**src/rtl/pause_gate_pkg.sv**
```systemverilog
package pause_gate_pkg;

    // Where a running pause is applied.
    typedef enum logic {
        SITE_MAC     = 1'b0,
        SITE_CHANNEL = 1'b1
    } hold_site_e;

    // Hold request for one DMA channel, from the timer, the mode and the channel's own bits.
    function automatic logic chan_want(input hold_site_e site,
                                       input logic       fc_en,
                                       input logic       sw_pause,
                                       input logic       active);
        return sw_pause | ((site == SITE_CHANNEL) & fc_en & active);
    endfunction

endpackage

```
**src/rtl/pause_quanta_timer.sv**
```systemverilog
module pause_quanta_timer #(
    parameter int QW = 16
) (
    input  logic          clk,
    input  logic          rst_n,
    input  logic          load,
    input  logic [QW-1:0] quanta,
    input  logic          tick,
    output logic          active_next,
    output logic          active
);

    typedef struct packed {
        logic [QW-1:0] count;
        logic          active;
    } timer_t;

    localparam logic [QW-1:0] ZERO = '0;
    localparam logic [QW-1:0] ONE  = {{(QW-1){1'b0}}, 1'b1};

    timer_t st_d, st_q;

    always_comb begin
        st_d = st_q;
        if (load) begin
            st_d.count = quanta;
        end else if (tick && (st_q.count != ZERO)) begin
            st_d.count = st_q.count - ONE;
        end
        st_d.active = (st_d.count != ZERO);
    end

    always_ff @(posedge clk or negedge rst_n) begin
        if (!rst_n) begin
            st_q <= '0;
        end else begin
            st_q <= st_d;
        end
    end

    assign active_next = st_d.active;
    assign active      = st_q.active;

endmodule

```
**src/rtl/tx_boundary_hold.sv**
```systemverilog
module tx_boundary_hold (
    input  logic clk,
    input  logic rst_n,
    input  logic want,
    input  logic busy,
    output logic hold
);

    typedef struct packed {
        logic hold;
    } bhold_t;

    bhold_t st_d, st_q;

    always_comb begin
        st_d = st_q;
        if (!busy) begin
            st_d.hold = want;
        end
    end

    always_ff @(posedge clk or negedge rst_n) begin
        if (!rst_n) begin
            st_q <= '0;
        end else begin
            st_q <= st_d;
        end
    end

    assign hold = st_q.hold;

endmodule

```
**src/rtl/pause_gate.sv**
```systemverilog
module pause_gate #(
    parameter int QW  = 16,
    parameter int NCH = 2
) (
    input  logic           clk,
    input  logic           rst_n,
    input  logic           pause_req,
    input  logic [QW-1:0]  pause_quanta,
    input  logic           slot_tick,
    input  logic           mac_busy,
    input  logic [NCH-1:0] ch_busy,
    input  logic           cfg_chan_mode,
    input  logic [NCH-1:0] cfg_ch_fc_en,
    input  logic [NCH-1:0] cfg_ch_sw_pause,
    output logic           mac_tx_hold,
    output logic [NCH-1:0] dma_hold,
    output logic           pause_active
);
    import pause_gate_pkg::*;

    hold_site_e site;
    logic       active_next;
    logic       mac_want;

    assign site = hold_site_e'(cfg_chan_mode);

    pause_quanta_timer #(.QW(QW)) timer_i (
        .clk         (clk),
        .rst_n       (rst_n),
        .load        (pause_req),
        .quanta      (pause_quanta),
        .tick        (slot_tick),
        .active_next (active_next),
        .active      (pause_active)
    );

    assign mac_want = (site == SITE_MAC) & active_next;

    tx_boundary_hold mac_hold_i (
        .clk   (clk),
        .rst_n (rst_n),
        .want  (mac_want),
        .busy  (mac_busy),
        .hold  (mac_tx_hold)
    );

    for (genvar i = 0; i < NCH; i++) begin : g_chan
        logic want;
        assign want = chan_want(site, cfg_ch_fc_en[i], cfg_ch_sw_pause[i], active_next);

        tx_boundary_hold ch_hold_i (
            .clk   (clk),
            .rst_n (rst_n),
            .want  (want),
            .busy  (ch_busy[i]),
            .hold  (dma_hold[i])
        );
    end

endmodule

```
**config.mk**
```make
export PLATFORM = sky130hd
export DESIGN_NAME = pause_gate
export DESIGN_NICKNAME = d
export VERILOG_FILES = /design/src/rtl/pause_gate_pkg.sv /design/src/rtl/pause_quanta_timer.sv /design/src/rtl/tx_boundary_hold.sv /design/src/rtl/pause_gate.sv
export SDC_FILE = /design/constraint.sdc
export NUM_CORES = 1
export LEC_CHECK = 0
export ABC_AREA = 1
export BUFFER_PORTS_ARGS = -buffer_cell sky130_fd_sc_hd__buf_2
export CAP_MARGIN = 20
export CORE_ASPECT_RATIO = 0.75
export CORE_MARGIN = 2
export CORE_UTILIZATION = 49
export DETAILED_ROUTE_END_ITERATION = 8
export GPL_TIMING_DRIVEN = 0
export PLACE_DENSITY = 0.75
export SKIP_LAST_GASP = 1
export SYNTH_ARGS = -nofsm -noshare
export SYNTH_HDL_FRONTEND = slang
export SYNTH_HIERARCHICAL = 1
export SYNTH_SLANG_ARGS = --single-unit
```
**constraint.sdc**
```tcl
create_clock -name clk -period 1.8 [get_ports clk]
set_input_delay 0 -clock clk [delete_from_list [all_inputs] [get_ports clk]]
set_output_delay 0 -clock clk [all_outputs]
set_load 0.02 [all_outputs]
```
==> out/qor.csv, run 1 <==
stage;metric;value;unit
placed_design;place_ws;-0.442;ns
pwr;switching_power;602;uW
timing;finalClockSkew;0.00217;ns
clock_network;cts_buffers;3;
critical_path;cp_data_required_time;1.97;ns
finish;fin_cells;372;
worst_hold_path;hold_path.startpoint;cfg_ch_sw_pause[1];
critical_path;r2r_end;g_chan[0].ch_hold_i/hold$_DFFE_PN0N_;
floorplanning;die_x;69.1;microns
clock_network;clk_latency;0.27;ns
worst_hold_path;worstHoldEndpoint;g_chan[1].ch_hold_i/hold$_DFFE_PN0N_;
critical_path;path_cells;nor2_2 -> nand2_1 -> nor2_4 -> buf_6 -> nand2_1 -> nand2_1 -> nand2_1 -> nand2_1 -> nand3_2 -> nand2_2 -> nand2_2 -> nor2_4 -> nand3_4 -> nand3_2 -> nand2_1 -> nand2_1 -> nand2_1;
clock_network;cts_max_level;1;
global_routing;grt_max_degree;21;
finish;fin_area;2590;sq um
pwr;p_comb_share;38.7;%
clock_network;clockBufferDepth;2;
run_status;outcome;finished, violations left;
pwr;switching_share;35.7;%
timing;tightest_slew;0.484;ns
synthesis;synth_compound_area_share;0.965;%
global_routing;grt_first_pass_wirelength;8050;microns
synthesis;async_reset_ff_share;100;%
synthesis;ys_warn_count;6;
drt;met1_length;2710;microns
global_routing;grt_util_all_layers;28.4;%
pwr;power.density;651;nW/um^2
timing;setup_violations;7;
timing;period_share;128;%
critical_path;rr_startpoint;timer_i/st_q[4]$_DFF_PN0_;
critical_path;critPathMaxFanout;5;
finish;syn_to_final_growth;66.2;%
synthesis;synth_edf_count;0;
synthesis;synthAdderAreaFrac;1.61;%
placed_design;portBuffers;29;
timing;rsz0062_at_grt;yes;
timing;slew_headroom;67.8;%
drt;drcViolationCount;0;
synthesis;synthMuxAreaShare;0;%
floorplanning;row_count;17;
critical_path;crit_start;timer_i/st_q[4]$_DFF_PN0_;
synthesis;synth_xor_area_share;1.13;%
clock_network;clock-sinks;20;
drt;dr_wl_met3;805;microns
drt;ant_nets;0;
finish;final_core_util;86.9;%
timing;layout_min_cycle_time;2.31;ns
critical_path;rr_worst_depth;17;
critical_path;cpMaxStageDelayCell;dfrtp_1;
drt;vias_per_cell;5.94;
global_routing;grt_overflow;0;
critical_path;critical_path_class;flop to flop;
timing;slew_violations;0;
drt;route.met2.wl;3210;microns
synthesis;ys_seq_area_share;32.2;%
synthesis;avgSynthCellArea;6.38;sq um
floorplanning;core;2980;sq um
pwr;p_int;1080;uW
placed_design;place_area;1750;sq um
worst_hold_path;whs_path_depth;5;
synthesis;synth_nets;274;
drt;wl;7010;microns
worst_hold_path;hp-class;primary input to flop;
finish;fill_cells;113;
drt;top_layer;met4;
clock_network;cts_root_buf;clkbuf_8;
global_routing;grt_pass1_vias;1773;
floorplanning;die_area;3650;sq um
critical_path;arrival;2.48;ns
synthesis;synthDistinctLibCells;23;
placed_design;dp.cells;311;
timing;fin_ws;-0.508;ns
synthesis;synth-main-ff-cell;dfrtp_1;
drt;firstDrtPassIters;8;
finish;finalNetCount;365;
pwr;power_frac_seq;33.2;%
synthesis;synth-seq-cells;20;
critical_path;crit_path_end_kind;flop;
global_routing;antenna_found_initial;0;
clock_network;path_clk_slew;0.08;ns
finish;antenna_cells;0;
timing;timing.fmax;433;MHz
critical_path;max_stage_delay;0.47;ns
critical_path;cp_common_cell;nand2_1;
synthesis;postSynthCellCount;244;
synthesis;synth_area;1560;sq um
drt;first_iter_violations;301;
clock_network;cts_tree;built;
placed_design;gp_congestion;0.851;
drt;wire_per_inst;18.9;microns
synthesis;synth_top_family_by_area;simple AND/OR/NAND/NOR gates;
placed_design;dp_hpwl;2740;microns
floorplanning;ioPinCount;32;
critical_path;ff2ff_setup_slack;-0.51;ns
critical_path;critPathLaunchType;flop;
run_status;violations;setup timing;
floorplanning;start_util;52.3;%
floorplanning;die_h;52.8;microns
timing;hold_viol;0;
pwr;vdd_drop_max;0.000756;V
finish;drive_above_1_share;50.9;%
pwr;pwr-share-clk;28.2;%
synthesis;synthSimpleGateAreaFrac;53.9;%
drt;vias;2211;
pwr;power_leakage;0.00136;uW
job;max_cap_viol_count;0;
==> synth_stat cells, drive strengths merged, types with 2 or more instances <==
cell | instances | area share, %
buf | 5 | 3.0
dfrtp | 20 | 32
ha | 2 | 1.6
inv | 29 | 7.0
nand2 | 108 | 28
nand3 | 30 | 10
nand3b | 6 | 2.9
nand4 | 3 | 1.2
nor2 | 28 | 8.8
o21ai | 3 | 0.96
or2 | 7 | 2.8
xor2 | 2 | 1.1
==> routing by layer <==
| layer | vias to the layer above | GRT usage [%] |
|---|---|---|
| met1 | 1028 | 37.1 |
| li1 | 934 | - |
| met3 | 42 | 5.00 |
| met2 | 207 | 48.9 |
| met4 | 0 | 8.50 |
| met5 | - | 0 |
==> state kept, by name (all words and copies together), names as in the netlist <==
signal	cells
g_chan.ch_hold_i/hold	2
timer_i/active	1
mac_hold_i/hold	1
timer_i/st_q	16
==> critical path: cells and delay by family, from the launching register on <==
family / cells / cell delay, ns
DFF: 1 / 0.47
buffers and inverters: 1 / 0.12
and+or+nand+nor: 16 / 1.61
==> layout by cell type, fill, tap and decap left out, types with 2 or more instances in the layout <==
master,count
nand2_1,78
buf_4,38
buf_2,32
nand2_2,26
inv_1,25
nand3_2,16
dfrtp_1,16
dlygate4sd3_1,13
nand3_1,13
nor2_4,11
nor2_2,10
nor2_1,7
buf_6,7
or2_2,7
nand3b_1,6
dfrtp_2,4
inv_2,3
clkbuf_8,3
nand2_4,3
nand4_1,3
o21ai_2,2
xor2_1,2
ha_4,2
==> per-stage QoR <==
step	TNS, ns	power, uW	hold WS [ns]
finish	-2.15	1690	0.0222
detailed placement	-1.50	874	-0.0179
floorplan	-0.236	774	-0.296
global route	-2.74	1740	0.0419
global placement	-1.43	867	-0.0256
CTS	-1.08	1470	0.00321
==> power groups by stage <==
stage | Combinational (uW) | Clock, uW | Sequential [uW]
after CTS | 455 | 469 | 543
after detailed placement | 323 | 0 | 550
after floorplan | 227 | 0 | 547
after global placement | 317 | 0 | 550
final | 652 | 475 | 559
after global routing | 685 | 492 | 559
==> worst max path at each step <==
| stage | end | slack (ns) | depth (start not counted) |
|---|---|---|---|
| after global placement | g_chan[0].ch_hold_i/hold$_DFFE_PN0N_ | -0.43 | 17 |
| after detailed placement | g_chan[1].ch_hold_i/hold$_DFFE_PN0N_ | -0.44 | 18 |
| after floorplan | g_chan[0].ch_hold_i/hold$_DFFE_PN0N_ | -0.09 | 18 |
| final | g_chan[0].ch_hold_i/hold$_DFFE_PN0N_ | -0.51 | 17 |
| after CTS | g_chan[0].ch_hold_i/hold$_DFFE_PN0N_ | -0.28 | 18 |
| after global routing | g_chan[0].ch_hold_i/hold$_DFFE_PN0N_ | -0.58 | 17 |
==> layout make-up <==
| class | instances | area (sq um) | share of cell area [%] |
|---|---|---|---|
| clock buffers | 3 | 41.3 | 1.60 |
| well taps | 38 | 47.5 | 1.84 |
| inverters | 29 | 111 | 4.30 |
| clock inverters | 1 | 30.0 | 1.16 |
| plain buffers | 6 | 57.6 | 2.22 |
| flip-flops and latches | 20 | 505 | 19.5 |
| repair buffers | 86 | 632 | 24.4 |
| multi-input cells | 189 | 1160 | 44.9 |
==> cell families after synthesis <==
kind of cell | after synthesis
simple gates | 182
buf+inv | 35
flops | 20
compound gates | 3
xor+xnor | 2
fa+ha+maj | 2
==> repair_timing <==
item | CTS | global route
setup endpoints to repair | 4 | 6
hold endpoints to repair | 32 | 0
pin swaps | 17 | 43
buffers inserted | 28 | 17
hold buffers | 13 | 0
cloned | 0 | 0
resized for setup | 30 | 61
Note: power is estimated with default switching activity, not from simulation.
==> run 2, diff against run 1 <==
--- a/config.mk
+++ b/config.mk
@@ -5,12 +5,12 @@
 export SDC_FILE = /design/constraint.sdc
 export NUM_CORES = 1
 export LEC_CHECK = 0
-export ABC_AREA = 1
 export BUFFER_PORTS_ARGS = -buffer_cell sky130_fd_sc_hd__buf_2
 export CAP_MARGIN = 20
 export CORE_ASPECT_RATIO = 0.75
 export CORE_MARGIN = 2
-export CORE_UTILIZATION = 49
+export CORE_UTILIZATION = 47
+export CTS_CLUSTER_DIAMETER = 120
 export DETAILED_ROUTE_END_ITERATION = 8
 export GPL_TIMING_DRIVEN = 0
 export PLACE_DENSITY = 0.75
==> out/qor.csv, run 2 <==
stage;metric;value;unit;change
run_status;outcome;finished, violations left;;
run_status;violations;setup timing;;
pwr;power;1380;uW;-18%
clock_network;clock-sinks;20;;unchanged
timing;slew_headroom;67.6;%;-0.18 points
synthesis;synth_area;1280;sq um;-17%
synthesis;synthAdderAreaFrac;1.95;%;+0.34 points
drt;firstDrtPassIters;4;;-4
timing;setup_violations;16;;+9
synthesis;avgSynthCellArea;10.7;sq um;+68%
synthesis;synth_compound_area_share;15.2;%;+14 points
synthesis;ys_warn_count;6;;unchanged
drt;vias;1340;;-39%
finish;layout_commonest_cell;buf_2;;
synthesis;synth_commonest_cells;dfrtp_1, mux2_2, nand2_1, nor2_1, nor3_1;;
floorplanning;row_count;16;;-1
finish;syn_to_final_growth;62.3;%;
clock_network;cts_tree;built;;
pwr;power_leakage;0.000879;uW;-35%
floorplanning;start_util;49.4;%;-2.9 points
synthesis;yosysMostFrequentCell;dfrtp_1;;
placed_design;portBuffers;31;;+6.9%
critical_path;cp_data_required_time;2.01;ns;+0.04 ns
clock_network;path_clk_slew;0.13;ns;+0.05 ns
drt;wl;4460;microns;-36%
synthesis;synth_xor_area_share;3.41;%;+2.3 points
global_routing;grt_overflow;0;;unchanged
finish;largest_reg_flops;16;;unchanged
placed_design;gp_congestion;0.898;;+5.5%
finish;layout_common_cells;buf_2, dlygate4sd3_1, buf_4, dfrtp_1;;
synthesis;synth-main-ff-cell;dfrtp_1;;
critical_path;crit_path_end_kind;flop;;
timing;hold_viol;0;;unchanged
job;max_cap_viol_count;0;;unchanged
placed_design;place_ws;-1.16;ns;-0.717 ns
critical_path;critical_path_class;flop to flop;;
timing;fin_ws;-1.21;ns;-0.706 ns
clock_network;clockBufferDepth;2;;unchanged
global_routing;antenna_found_initial;0;;unchanged
clock_network;cts_max_level;1;;unchanged
drt;wire_per_inst;19.0;microns;+0.66%
synthesis;synthMuxAreaShare;11.1;%;+11 points
timing;tightest_slew;0.486;ns;+0.00267 ns
global_routing;grt_max_degree;21;;unchanged
timing;timing.fmax;332;MHz;-23%
synthesis;ys_seq_area_share;38.9;%;+6.8 points
floorplanning;die_area;3170;sq um;-13%
synthesis;synth_top_area_share;38.9;%;+6.8 points
critical_path;rr_startpoint;timer_i/st_q[2]$_DFF_PN0_;;
global_routing;grt_util_all_layers;25.6;%;-2.8 points
timing;finalClockSkew;0.0123;ns;+0.0101 ns
synthesis;synthDistinctLibCells;46;;+100%
synthesis;yosys-top-cells-area;dfrtp_1, mux2_2, mux2_4;;
clock_network;cts_buffers;3;;unchanged
drt;vias_per_cell;5.70;;-4.1%
timing;period_share;167;%;+39 points
global_routing;grt_first_pass_wirelength;6040;microns;-25%
synthesis;synth-seq-cells;20;;unchanged
synthesis;synth_nets;150;;-45%
timing;rsz0062_at_grt;yes;;
drt;first_iter_violations;68;;-77%
clock_network;clk_latency;0.32;ns;+0.05 ns
synthesis;synth_edf_count;0;;unchanged
worst_hold_path;hp-class;primary input to flop;;
critical_path;critPathLaunchType;flop;;
finish;finalNetCount;230;;-37%
floorplanning;core;2600;sq um;-13%
critical_path;crit_start;timer_i/st_q[2]$_DFF_PN0_;;
floorplanning;die_h;49.3;microns;-6.7%
synthesis;synthSimpleGateAreaFrac;27.5;%;-26 points
timing;layout_min_cycle_time;3.01;ns;+0.706 ns
drt;ant_nets;0;;unchanged
synthesis;postSynthCellCount;120;;-51%
finish;final_core_util;80.1;%;-6.7 points
placed_design;dp_hpwl;2400;microns;-12%
finish;top_register;timer_i/st_q;;
synthesis;async_reset_ff_share;100;%;unchanged
timing;slew_violations;0;;unchanged
pwr;power.density;660;nW/um^2;+1.3%
floorplanning;die_x;64.4;microns;-6.8%
drt;drcViolationCount;0;;unchanged
clock_network;cts_root_buf;clkbuf_4;;
synthesis;synth_top_family_by_area;simple AND/OR/NAND/NOR gates;;
finish;drive_above_1_share;52.3;%;+1.4 points
finish;antenna_cells;0;;unchanged
pwr;vdd_drop_max;0.000468;V;-38%
worst_hold_path;hold_path.startpoint;pause_quanta[5];;
synthesis;yosys.area.top_type;dfrtp_1;;
critical_path;arrival;3.22;ns;+0.74 ns
critical_path;critPathMaxFanout;4;;-1
global_routing;grt_pass1_vias;1206;;-32%
floorplanning;ioPinCount;32;;unchanged
run 2: cell types whose count changed after synthesis, sizes merged, moves of 4 or more:
cell and delta:
nand2 -102, nand3 -26, inv -25, nor2 -22, mux2 +9, nor3 +8
or2 -6, a21oi +5, nand3b -5, or4 +4
run 2: worst paths after layout:
check | end | slack (ns) | depth (start not counted)
worst min-delay path | timer_i/st_q[6]$_DFF_PN0_ | 0.03 | 4
worst max-delay path | mac_hold_i/hold$_DFFE_PN0N_ | -1.21 | 11
max in group asynchronous | timer_i/st_q[4]$_DFF_PN0_ | 1.28 | 2
worst max register to register | mac_hold_i/hold$_DFFE_PN0N_ | -1.21 | 11
min in group asynchronous | timer_i/st_q[3]$_DFF_PN0_ | 0.15 | 2
worst min register to register | mac_hold_i/hold$_DFFE_PN0N_ | 0.53 | 1
run 2: what timing repair did:
action	in CTS	in global routing
hold buffers	22	0
resized for setup	17	12
hold endpoints to repair	38	0
endpoints found under the setup margin	16	17
pin swaps	18	18
buffers inserted	11	12
run 2: final cells by class:
class                      instances  area (sq um)
buffer                             2          10.0
clock buffer                       3          22.5
clock inverter                     1          30.0
fill                             150           517
inverter                           4          15.0
multi-input combinational         94           920
sequential                        20           503
tap                               36          45.0
timing repair buffer              75           541
run 2: report_power, final:
part | internal [uW] | switching, uW | total (uW)
sequential | 498 | 77.6 | 576
combinational | 230 | 193 | 423
clock | 226 | 152 | 377
total | 953 | 423 | 1380
run 2: worst max-delay path: stages, from the launching register on:
cell	delay, ns
dfrtp_1	0.44
inv_2	0.11
ha_4	0.13
nor4b_4	0.28
nand4b_1	0.18
o211ai_1	0.33
xnor2_1	0.14
o31ai_1	0.27
and4b_1	0.25
nand4b_1	0.23
and2b_2	0.28
mux2_4	0.26
run 2: metrics by stage:
stage / setup TNS, ns / hold WS [ns] / cells / area (sq um)
2_1_floorplan: -2.55 / -0.296 / 120 / 1300
3_3_place_gp: -4.88 / -0.0257 / 187 / 1500
3_5_place_dp: -5.38 / -0.0203 / 187 / 1500
4_1_cts: -4.03 / 0.0343 / 224 / 1930
5_1_grt: -7.82 / 0.0447 / 235 / 2090
6_report: -6.08 / 0.0318 / 235 / 2090
run 2: logic make-up after synthesis:
| family | Yosys count |
|---|---|
| muxes | 12 |
| xor gates and xnor gates | 5 |
| buffers and inverters | 6 |
| adders and majority gates | 2 |
| and+or+nand+nor | 48 |
| AOI/OAI and AO/OA | 27 |
| DFF | 20 |
run 2: per-layer routing:
metal	track usage [%]	vias up	wire, microns
li1	-	624	-
met1	34.0	665	1940
met2	42.9	40	2230
met3	4.85	11	204
met4	6.74	0	82
met5	0	-	0
==> run 3, diff against run 2 <==
--- a/config.mk
+++ b/config.mk
@@ -5,15 +5,16 @@
 export SDC_FILE = /design/constraint.sdc
 export NUM_CORES = 1
 export LEC_CHECK = 0
+export ABC_AREA = 1
 export BUFFER_PORTS_ARGS = -buffer_cell sky130_fd_sc_hd__buf_2
 export CAP_MARGIN = 20
 export CORE_ASPECT_RATIO = 0.75
 export CORE_MARGIN = 2
-export CORE_UTILIZATION = 47
+export CORE_UTILIZATION = 33
 export CTS_CLUSTER_DIAMETER = 120
 export DETAILED_ROUTE_END_ITERATION = 8
+export GPL_ROUTABILITY_DRIVEN = 0
 export GPL_TIMING_DRIVEN = 0
-export PLACE_DENSITY = 0.75
 export SKIP_LAST_GASP = 1
 export SYNTH_ARGS = -nofsm -noshare
 export SYNTH_HDL_FRONTEND = slang
==> out/qor.csv, run 3 (synthesis results as in run 1) <==
stage;metric;value;unit;change
run_status;outcome;finished, violations left;;
run_status;violations;setup timing;;
clock_network;cts_max_level;1;;unchanged
timing;timing.fmax;476;MHz;+43%
critical_path;critPathLaunchType;flop;;
drt;vias_per_cell;4.59;;-19%
finish;syn_to_final_growth;54.7;%;
critical_path;cp_num_cells;17;;+6
finish;drive_above_1_share;40.4;%;-12 points
finish;largest_reg_flops;16;;unchanged
floorplanning;die_h;63.5;microns;+29%
floorplanning;ioPinCount;32;;unchanged
clock_network;cts_tree;built;;
critical_path;critical_path_class;flop to flop;;
clock_network;path_clk_slew;0.07;ns;-0.06 ns
floorplanning;row_count;21;;+5
finish;top_register;timer_i/st_q;;
critical_path;rr_worst_depth;17;;+6
drt;ant_nets;0;;unchanged
finish;finalNetCount;354;;+54%
drt;route.met2.wl;2020;microns;-9.3%
floorplanning;die_x;83.3;microns;+29%
pwr;power.density;562;nW/um^2;-15%
floorplanning;start_util;34.6;%;-15 points
critical_path;ff2ff_setup_slack;-0.30;ns;+0.91 ns
drt;vias;1740;;+30%
timing;hold_viol;0;;unchanged
drt;first_iter_violations;122;;+79%
timing;finalClockSkew;0.00252;ns;-0.00979 ns
critical_path;path_cells;nor2_4 -> nand2_2 -> nor2_4 -> nand2_4 -> nand2_8 -> buf_12 -> nand2_2 -> nand3_2 -> nand2_2 -> nor2_2 -> nand2_2 -> nor2_2 -> nand3_2 -> nand3_2 -> nand2_1 -> nand2_1 -> nand2_1;;
drt;met1_length;2170;microns;+12%
finish;final_core_util;53.6;%;-27 points
global_routing;antenna_found_initial;0;;unchanged
pwr;power;1350;uW;-1.6%
drt;top_layer;met4;;
placed_design;dp_hpwl;2770;microns;+16%
worst_hold_path;hp-class;primary input to flop;;
placed_design;portBuffers;29;;-6.5%
timing;rsz0062_at_grt;yes;;
critical_path;critPathTopFamily;simple AND/OR/NAND/NOR gates;;
critical_path;cp_common_cell;nand2_2;;
pwr;power_leakage;0.00128;uW;+46%
timing;slew_violations;0;;unchanged
critical_path;arrival;2.26;ns;-0.96 ns
clock_network;clock-sinks;20;;unchanged
timing;period_share;117;%;-51 points
pwr;vdd_drop_max;0.000338;V;-28%
clock_network;cts_buffers;3;;unchanged
global_routing;grt_max_degree;21;;unchanged
critical_path;cp_data_required_time;1.96;ns;-0.05 ns
global_routing;grt_util_all_layers;17.4;%;-8.2 points
critical_path;crit_path_end_kind;flop;;
timing;fin_ws;-0.303;ns;+0.910 ns
floorplanning;die_area;5290;sq um;+67%
worst_hold_path;whs_path_depth;4;;unchanged
timing;fin_tns_setup;-1.19;ns;+4.90 ns
job;max_cap_viol_count;0;;unchanged
global_routing;grt_pass1_vias;1587;;+32%
timing;slew_headroom;69.5;%;+1.9 points
drt;wire_per_inst;11.7;microns;-38%
timing;tightest_slew;0.457;ns;-0.0291 ns
finish;layout_common_cells;nand2_1, buf_2, buf_4, inv_1, nand3_1;;
finish;antenna_cells;0;;unchanged
clock_network;cts_root_buf;clkbuf_8;;
drt;firstDrtPassIters;4;;unchanged
drt;dr_wl_met3;229;microns;+12%
timing;setup_violations;5;;-11
critical_path;cp.buffers_inverters;1;;unchanged
critical_path;critPathMaxFanout;6;;+2
drt;drcViolationCount;0;;unchanged
global_routing;grt_first_pass_wirelength;7380;microns;+22%
finish;layout_commonest_cell;nand2_1;;
critical_path;cpMaxStageDelayCell;dfrtp_2;;
floorplanning;core;4490;sq um;+73%
critical_path;max_stage_delay;0.46;ns;+0.02 ns
timing;layout_min_cycle_time;2.10;ns;-0.910 ns
clock_network;clockBufferDepth;2;;unchanged
drt;wl;4430;microns;-0.63%
clock_network;clk_latency;0.26;ns;-0.06 ns
global_routing;grt_overflow;0;;unchanged
==> run 3: cell types whose count changed in the layout (fill, tap and decap cells not counted), sizes merged, moves of 6 or more <==
cell / change
buf: +13
dlygate4sd3: -9
inv: +25
mux2: -9
nand2: +102
nand3: +26
nor2: +22
nor3: -8
or2: +6
==> run 3: metrics by stage <==
stage / hold slack, ns / area [sq um] / setup slack, ns / std cells
2_1_floorplan: -0.296 / 1560 / -0.0890 / 244
3_3_place_gp: -0.0190 / 1770 / -0.444 / 330
3_5_place_dp: -0.0158 / 1770 / -0.438 / 330
4_1_cts: 0.00435 / 2300 / -0.293 / 374
5_1_grt: 0.0454 / 2410 / -0.471 / 379
6_report: 0.0215 / 2410 / -0.303 / 379
==> run 3: worst paths after layout <==
| path | to | start |
|---|---|---|
| worst max-delay path | g_chan[1].ch_hold_i/hold$_DFFE_PN0N_ | timer_i/st_q[3]$_DFF_PN0_ |
| worst min-delay path | mac_hold_i/hold$_DFFE_PN0N_ | cfg_chan_mode |
| worst max register to register | g_chan[1].ch_hold_i/hold$_DFFE_PN0N_ | timer_i/st_q[3]$_DFF_PN0_ |
| worst min register to register | g_chan[1].ch_hold_i/hold$_DFFE_PN0N_ | g_chan[1].ch_hold_i/hold$_DFFE_PN0N_ |
| max in group asynchronous | timer_i/st_q[13]$_DFF_PN0_ | rst_n |
| min in group asynchronous | timer_i/st_q[1]$_DFF_PN0_ | rst_n |
==> run 3: worst min-delay path, cell delays in order <==
cell	delay, ns
buf_2	0.11
nor2_1	0.05
nand2_1	0.04
nand2_1	0.04
==> run 3: routing by layer <==
layer,up-vias,GRT usage [%]
met5,-,0
met4,0,3.07
met3,2,2.10
met2,47,28.7
met1,779,24.7
li1,912,-
==> run 3: power by group <==
| part | internal [uW] | switching, uW | total, uW |
|---|---|---|---|
| Combinational | 248 | 259 | 507 |
| Clock | 149 | 147 | 296 |
| Sequential | 495 | 55.2 | 550 |
==> run 3: cell type report <==
cell class | instances | area (sq um)
Tap cell | 57 | 71.3
Timing Repair Buffer | 75 | 588
Sequential cell | 20 | 507
Clock buffer | 3 | 41.3
Inverter | 29 | 111
Multi-Input combinational cell | 189 | 1030
Fill cell | 417 | 2090
Buffer | 6 | 57.6
==> run 3: what timing repair did <==
| action | 4_1_cts | 5_1_grt |
|---|---|---|
| pin swaps | 25 | 26 |
| buffers inserted | 27 | 5 |
| setup endpoints to repair | 4 | 5 |
| gates cloned | 1 | 0 |
| hold endpoints to repair | 31 | 0 |
| resized for setup | 27 | 26 |
| hold buffers | 13 | 0 |
